==> src/rtl/bl_pwm_pkg.sv <==
package bl_pwm_pkg;
  localparam int unsigned VAL_W  = 16;
  localparam int unsigned BYTE_W = 8;

  localparam logic [7:0] A_OFF_HI = 8'hA1;
  localparam logic [7:0] A_OFF_LO = 8'hA2;
  localparam logic [7:0] A_ENABLE = 8'hA3;
  localparam logic [7:0] A_PER_LO = 8'hA4;
  localparam logic [7:0] A_PER_HI = 8'hA5;
  localparam logic [7:0] A_DTY_LO = 8'hA6;
  localparam logic [7:0] A_DTY_HI = 8'hA7;

  localparam logic [VAL_W-1:0] OFF_DISARMED = '1;

  // next value of the period counter: wraps at or past the period
  function automatic logic [VAL_W-1:0] wrap_next(input logic [VAL_W-1:0] c,
                                                 input logic [VAL_W-1:0] p);
    logic [VAL_W:0] inc;
    inc = {1'b0, c} + {{VAL_W{1'b0}}, 1'b1};
    return (inc >= {1'b0, p}) ? '0 : inc[VAL_W-1:0];
  endfunction

  // normal polarity: high while count is below duty
  function automatic logic level_at(input logic [VAL_W-1:0] c,
                                    input logic [VAL_W-1:0] d);
    return c < d;
  endfunction
endpackage

==> src/rtl/bl_pwm_regs.sv <==
module bl_pwm_regs
  import bl_pwm_pkg::*;
(
  input  logic             clk,
  input  logic             rst_n,
  input  logic             wr_en,
  input  logic [7:0]       wr_addr,
  input  logic [7:0]       wr_data,
  input  logic             expire,
  output logic             en_q,
  output logic [VAL_W-1:0] per_q,
  output logic [VAL_W-1:0] duty_q,
  output logic             off_load,
  output logic [VAL_W-1:0] off_val
);
  logic [BYTE_W-1:0] per_stage, duty_stage, off_stage;
  logic hit_off_hi, hit_off_lo, hit_en, hit_per_lo, hit_per_hi, hit_dty_lo, hit_dty_hi;

  assign hit_off_hi = wr_en && (wr_addr == A_OFF_HI);
  assign hit_off_lo = wr_en && (wr_addr == A_OFF_LO);
  assign hit_en     = wr_en && (wr_addr == A_ENABLE);
  assign hit_per_lo = wr_en && (wr_addr == A_PER_LO);
  assign hit_per_hi = wr_en && (wr_addr == A_PER_HI);
  assign hit_dty_lo = wr_en && (wr_addr == A_DTY_LO);
  assign hit_dty_hi = wr_en && (wr_addr == A_DTY_HI);

  assign off_load = hit_off_lo;
  assign off_val  = {off_stage, wr_data};

  always_ff @(posedge clk or negedge rst_n) begin
    if (!rst_n) begin
      per_stage  <= '0;
      duty_stage <= '0;
      off_stage  <= '1;
      per_q      <= '0;
      duty_q     <= '0;
      en_q       <= 1'b0;
    end else begin
      if (hit_per_hi) per_stage  <= wr_data;
      if (hit_dty_hi) duty_stage <= wr_data;
      if (hit_off_hi) off_stage  <= wr_data;
      if (hit_per_lo) per_q      <= {per_stage, wr_data};
      if (hit_dty_lo) duty_q     <= {duty_stage, wr_data};
      if (expire)     en_q       <= 1'b0;
      if (hit_en)     en_q       <= wr_data[0];
    end
  end

  assert_stage_only_R2: assert property (@(posedge clk) disable iff (!rst_n)
    hit_per_hi |=> $stable(per_q));
  assert_duty_stage_only_R2: assert property (@(posedge clk) disable iff (!rst_n)
    hit_dty_hi |=> $stable(duty_q));
  assert_expire_clears_R8: assert property (@(posedge clk) disable iff (!rst_n)
    (expire && !hit_en) |=> !en_q);
  assert_unmapped_R9: assert property (@(posedge clk) disable iff (!rst_n)
    (wr_en && (wr_addr < A_OFF_HI || wr_addr > A_DTY_HI) && !expire)
      |=> ($stable(per_q) && $stable(duty_q) && $stable(en_q)));
endmodule

==> src/rtl/bl_pwm_counter.sv <==
module bl_pwm_counter
  import bl_pwm_pkg::*;
(
  input  logic             clk,
  input  logic             rst_n,
  input  logic             tick_en,
  input  logic             en,
  input  logic [VAL_W-1:0] per,
  input  logic [VAL_W-1:0] duty,
  output logic             pwm_q
);
  logic [VAL_W-1:0] cnt_q;

  always_ff @(posedge clk or negedge rst_n) begin
    if (!rst_n) begin
      cnt_q <= '0;
      pwm_q <= 1'b0;
    end else begin
      if (!en)          cnt_q <= '0;
      else if (tick_en) cnt_q <= wrap_next(cnt_q, per);
      pwm_q <= en && level_at(cnt_q, duty);
    end
  end

  assert_cnt_range_R4: assert property (@(posedge clk) disable iff (!rst_n)
    (en && per != '0 && cnt_q < per) |=> (cnt_q < $past(per)));
  assert_hold_disabled_R6: assert property (@(posedge clk) disable iff (!rst_n)
    !en |=> (cnt_q == '0 && !pwm_q));
  assert_tick_gate_R10: assert property (@(posedge clk) disable iff (!rst_n)
    (en && !tick_en) |=> $stable(cnt_q));
endmodule

==> src/rtl/bl_pwm_autooff.sv <==
module bl_pwm_autooff
  import bl_pwm_pkg::*;
#(
  parameter int unsigned MS_TICKS = 8000
) (
  input  logic             clk,
  input  logic             rst_n,
  input  logic             tick_en,
  input  logic             en,
  input  logic             off_load,
  input  logic [VAL_W-1:0] off_val,
  output logic             expire
);
  localparam int unsigned PRE_W = (MS_TICKS > 1) ? $clog2(MS_TICKS) : 1;
  localparam logic [PRE_W-1:0] PRE_LAST = PRE_W'(MS_TICKS - 1);

  logic [PRE_W-1:0] pre_q;
  logic [VAL_W-1:0] left_q;
  logic armed, ms_pulse;

  assign armed    = (left_q != OFF_DISARMED);
  assign ms_pulse = tick_en && en && armed && (left_q != '0) && (pre_q == PRE_LAST);
  assign expire   = en && (left_q == '0);

  always_ff @(posedge clk or negedge rst_n) begin
    if (!rst_n) begin
      pre_q  <= '0;
      left_q <= OFF_DISARMED;
    end else begin
      if (off_load || !(en && armed)) pre_q <= '0;
      else if (tick_en)              pre_q <= (pre_q == PRE_LAST) ? '0 : pre_q + 1'b1;
      if (off_load)      left_q <= off_val;
      else if (ms_pulse) left_q <= left_q - 1'b1;
    end
  end

  assert_ms_step_R8: assert property (@(posedge clk) disable iff (!rst_n)
    (ms_pulse && !off_load) |=> (left_q == $past(left_q) - 1'b1));
  assert_disarmed_hold_R8: assert property (@(posedge clk) disable iff (!rst_n)
    (!armed && !off_load) |=> !armed);
  assert_pre_gate_R10: assert property (@(posedge clk) disable iff (!rst_n)
    (!tick_en && !off_load && en && armed) |=> $stable(pre_q));
endmodule

==> src/rtl/bl_pwm_gen.sv <==
module bl_pwm_gen
  import bl_pwm_pkg::*;
#(
  parameter int unsigned MS_TICKS = 8000
) (
  input  logic       clk,
  input  logic       rst_n,
  input  logic       tick_en,
  input  logic       wr_en,
  input  logic [7:0] wr_addr,
  input  logic [7:0] wr_data,
  output logic       pwm_out
);
  logic             en_q;
  logic [VAL_W-1:0] per_q, duty_q, off_val;
  logic             off_load, expire;

  bl_pwm_regs u_regs (
    .clk(clk), .rst_n(rst_n), .wr_en(wr_en), .wr_addr(wr_addr), .wr_data(wr_data),
    .expire(expire), .en_q(en_q), .per_q(per_q), .duty_q(duty_q),
    .off_load(off_load), .off_val(off_val)
  );

  bl_pwm_counter u_cnt (
    .clk(clk), .rst_n(rst_n), .tick_en(tick_en), .en(en_q),
    .per(per_q), .duty(duty_q), .pwm_q(pwm_out)
  );

  bl_pwm_autooff #(.MS_TICKS(MS_TICKS)) u_off (
    .clk(clk), .rst_n(rst_n), .tick_en(tick_en), .en(en_q),
    .off_load(off_load), .off_val(off_val), .expire(expire)
  );

  assert_off_when_disabled_R6: assert property (@(posedge clk) disable iff (!rst_n)
    !en_q |=> !pwm_out);
  assert_full_duty_R5: assert property (@(posedge clk) disable iff (!rst_n)
    (en_q && per_q != '0 && duty_q >= per_q) |=> pwm_out);
  assert_zero_duty_R5: assert property (@(posedge clk) disable iff (!rst_n)
    (duty_q == '0) |=> !pwm_out);
endmodule

==> config.mk <==
export PLATFORM = sky130hd
export DESIGN_NAME = bl_pwm_gen
export DESIGN_NICKNAME = d
export VERILOG_FILES = /design/src/rtl/bl_pwm_pkg.sv /design/src/rtl/bl_pwm_regs.sv /design/src/rtl/bl_pwm_counter.sv /design/src/rtl/bl_pwm_autooff.sv /design/src/rtl/bl_pwm_gen.sv
export SDC_FILE = /design/constraint.sdc
export NUM_CORES = 1
export LEC_CHECK = 0
export BUFFER_PORTS_ARGS = -buffer_cell sky130_fd_sc_hd__buf_2
export CAP_MARGIN = 20
export CORE_UTILIZATION = 50
export CTS_BUF_LIST = sky130_fd_sc_hd__clkbuf_2 sky130_fd_sc_hd__clkbuf_4 sky130_fd_sc_hd__clkbuf_8
export DETAILED_ROUTE_END_ITERATION = 10
export PLACE_DENSITY = 0.69
export SYNTH_ARGS = -nofsm -noshare
export SYNTH_HDL_FRONTEND = slang
export SYNTH_SLANG_ARGS = --single-unit
export TNS_END_PERCENT = 30
==> constraint.sdc <==
create_clock -name clk -period 3.8 [get_ports clk]
set_input_delay 0.38 -clock clk [delete_from_list [all_inputs] [get_ports clk]]
set_output_delay 0.38 -clock clk [all_outputs]
set_load 0.005 [all_outputs]
==> run summary <==
status -> finished clean
Die Area -> 11760 µm²
Placer Congestion -> 0.8648
multi-input logic area -> 2880 µm²
post-synthesis simple-gate area fraction -> 17.16%
gr usage total -> 23.27%
clock skew -> 0.01102 ns
worst-margin pin slew -> 0.9061 ns
CP cell instances -> ha_2, nand3_2, or4b_4, nor2_1, xor2_1, ha_1, a21o_1, a211o_1, a41oi_1, and4_1, buf_4, a21boi_0, a21o_1
pwr/cell area -> 322.9 nW/µm²
Slew Limit Fails -> 0
R2R setup slack -> 0.26 ns
vias -> 4154
Post-Syn Area -> 5667 µm²
Seq/Total Area, Yosys -> 46.01%
CP delay by family, top -> simple AND/OR/NAND/NOR gates
Via-to-Cell Ratio -> 5.926
relative max-transition margin -> 39.13%
Compound-Gate Fraction of Synth Area -> 10.40%
drt wl/cell -> 17.63 µm
most common cell after layout, fill and taps aside -> dfrtp_1
Max Cap Viol -> 0
largest family of logic cells by synthesized area -> simple AND/OR/NAND/NOR gates
vias in the first global route -> 4064
cts hold-fix bufs -> 0
share of layout cells above drive strength 1 -> 24.60%
Max clock buf depth -> 2
RR Startpoint -> u_cnt.cnt_q[1]
Hold Path Class -> in -> async
largest net degree at the start of global routing -> 56
Fillers -> 976
xor and xnor fraction of the mapped netlist area -> 3.864%
DRT iter0 DRCs -> 352
GRT overflow -> 0
antenna cells -> 0
DP Cell Count -> 685
CP Capture Type -> register
Worst Reg-to-Reg Cells -> 13
final non-filler cell total -> 701
Crit Path Class -> reg -> reg
Buf/Inv on CP -> 1
worst slack, placed -> 0.2131 ns
IO Pins -> 21
commonest non-fill, non-tap cells in the layout -> dfrtp_1, mux2_2, nand2_1
core area -> 10940 µm²
Core Rows -> 38
TritonCTS Buffers -> 9
clk slew on worst S/H paths -> 0.10 ns
CTS Root Cell -> clkbuf_8
placed cell area -> 5927 µm²
Die W -> 108.5 µm
Synth Area in Adders -> 7.949%
FF+latch count, synth -> 103
Avg Inst Size Synth -> 10.65 µm²
Leakage -> 2.833 nW
final setup margin -> 0.2577 ns
Buffers on Ports -> 20
fraction of synthesized area in multiplexers -> 11.33%
cell area after layout -> 6130 µm²
DP HPWL -> 8985 µm
WL final -> 12360 µm
WP data arrival -> 3.87 ns
Top cell by count, worst path -> a21o_1
later-pin clock latency in the skew report -> 0.39 ns
final antenna-violating net count -> 0
H-Tree Level Count -> 3
period utilization -> 93.22%
count of cell types in the netlist -> 54
number of flops mapped to enable cells by yosys -> 0
DRC -> 0
CP max-delay cell -> or4b_4
Register Area -> 2609 µm²
WP data required -> 4.13 ns
YS warnings -> 0
cells after synthesis -> 532
setup TNS -> 0 ns
Starting Density -> 51.82%
final-report setup violation count -> 0
Max stage delay on crit path -> 0.54 ns
first-pass GRT wire length -> 20470 µm
Mapped Nets -> 588
Post-synth top flop -> dfrtp_1
antenna violations before repair -> 0
crit path max fanout -> 17
Async S/R FF share, synth -> 100.0%
Synth-to-Final Area Change -> 8.170%
final hold viol count -> 0
CP Launch Type -> register
RSZ-0062 raised after global routing -> false
TritonCTS clock tree -> yes
DRT Pass-1 Iters -> 5
height of the chip -> 108.5 µm
IR drop worst, VDD -> 0.3593 mV
final worst hold slack -> 0.02379 ns
Sink Count -> 103
Final #Nets -> 612
Crit Reg-Reg Endpoint -> u_cnt.cnt_q[13]
shortest period the worst path allows -> 3.542 ns
Peak Freq -> 0.2823 GHz
-- worst register-to-register path: stages (launching register included) --
cell      delay (ns)
dfrtp_1         0.43
ha_2            0.24
nand3_2         0.13
or4b_4          0.54
nor2_1          0.15
xor2_1          0.24
ha_1            0.30
a21o_1          0.19
a211o_1         0.28
a41oi_1         0.19
and4_1          0.22
buf_4           0.21
a21boi_0        0.24
a21o_1          0.12
-- sequential cells by signal (all words and copies together), names as in the netlist --
name               count
u_cnt.cnt_q           16
u_off.left_q          16
u_regs.duty_q         16
u_regs.per_q          16
u_off.pre_q           13
u_regs.duty_stage      8
u_regs.off_stage       8
u_regs.per_stage       8
u_cnt.pwm_q            1
u_regs.en_q            1
-- report_power, final --
| part | leakage [nW] | internal, mW | switching, mW | total (mW) |
|---|---|---|---|---|
| Combinational | 1.39 | 0.0596 | 0.0833 | 0.143 |
| Sequential | 1.34 | 1.13 | 0.0196 | 1.15 |
| Clock | 0.100 | 0.264 | 0.420 | 0.684 |
| Total | 2.83 | 1.46 | 0.523 | 1.98 |
-- metrics by stage --
step           total power, mW  util [%]
2_1_floorplan            1.249         -
5_1_grt                  2.057     56.05
3_5_place_dp             1.317     54.20
4_1_cts                  2.007     55.97
6_report                 1.979     56.05
3_3_place_gp             1.314     54.20
-- logic make-up (layout without fill, tap and decap cells) --
logic type | Yosys count | in the layout
AO/OA/AOI/OAI | 89 | 89
XOR/XNOR | 25 | 25
adder cells (fa/ha/maj) | 36 | 36
buffers and inverters | 47 | 76
flip-flops | 103 | 103
multiplexers | 57 | 57
AND/OR/NAND/NOR | 175 | 175
-- synth_stat cells, drive strengths merged (2+ instances only) --
| library cell | n | area (µm²) |
|---|---|---|
| a22o | 7 | 61.31 |
| or4 | 4 | 37.53 |
| nor2 | 24 | 90.09 |
| o21a | 3 | 22.52 |
| nor3b | 3 | 22.52 |
| nor4b | 2 | 23.77 |
| a21o | 7 | 52.55 |
| nor2b | 9 | 56.30 |
| inv | 35 | 131.4 |
| mux2 | 57 | 641.9 |
| or2 | 5 | 31.28 |
| xnor2 | 8 | 70.07 |
| nand2 | 51 | 191.4 |
| nor4 | 2 | 18.77 |
| a41oi | 3 | 26.28 |
| nand3 | 16 | 80.08 |
| nand2b | 3 | 18.77 |
| o21ai | 37 | 185.2 |
| nor3 | 6 | 41.29 |
| and4 | 7 | 61.31 |
| a21boi | 2 | 15.01 |
| a211o | 2 | 17.52 |
| dfrtp | 79 | 1977 |
| a21oi | 12 | 60.06 |
| buf | 3 | 21.27 |
| a32o | 2 | 20.02 |
| nand3b | 5 | 37.54 |
| xor2 | 17 | 148.9 |
| nand4b | 4 | 35.03 |
| and2 | 5 | 31.28 |
| a31oi | 6 | 37.54 |
| clkbuf | 9 | 33.78 |
| nand4 | 14 | 87.58 |
| dfstp | 24 | 630.6 |
| and3 | 11 | 68.82 |
| ha | 36 | 450.4 |
-- how the worst max path moves through the flow --
stage                    from         endpoint  slack (ns)  cells after the start
2_1_floorplan  u_cnt.cnt_q[0]  u_cnt.cnt_q[14]        0.65                     13
3_3_place_gp   u_cnt.cnt_q[0]   u_cnt.cnt_q[4]        0.41                     13
3_5_place_dp   u_cnt.cnt_q[0]  u_cnt.cnt_q[13]        0.21                     13
4_1_cts        u_cnt.cnt_q[0]  u_cnt.cnt_q[13]        0.17                     13
5_1_grt        u_cnt.cnt_q[1]  u_cnt.cnt_q[13]       0.009                     13
6_report       u_cnt.cnt_q[1]  u_cnt.cnt_q[13]        0.26                     13
-- routing by layer --
layer	wire length [µm]	GRT usage, %	up-vias
met2	5748	36.12	116
met5	0	0	-
li1	-	-	1952
met4	311	9.073	0
met3	543	4.882	23
met1	5754	31.86	2063
-- timing repair --
item	in CTS	in global routing
resized for setup	0	3
endpoints found under the setup margin	0	4
endpoints found under the hold margin	0	0
buffers inserted	0	0
-- area by class of cell --
cell class	count	share of cell area, %
clock inverter	6	1.021
sequential	103	42.56
inverter	35	2.143
multi-input combinational	382	46.99
clock buffer	10	2.143
tap	140	2.858
timing repair buffer	25	2.286
No activity file was read; power rests on OpenSTA's default activity.
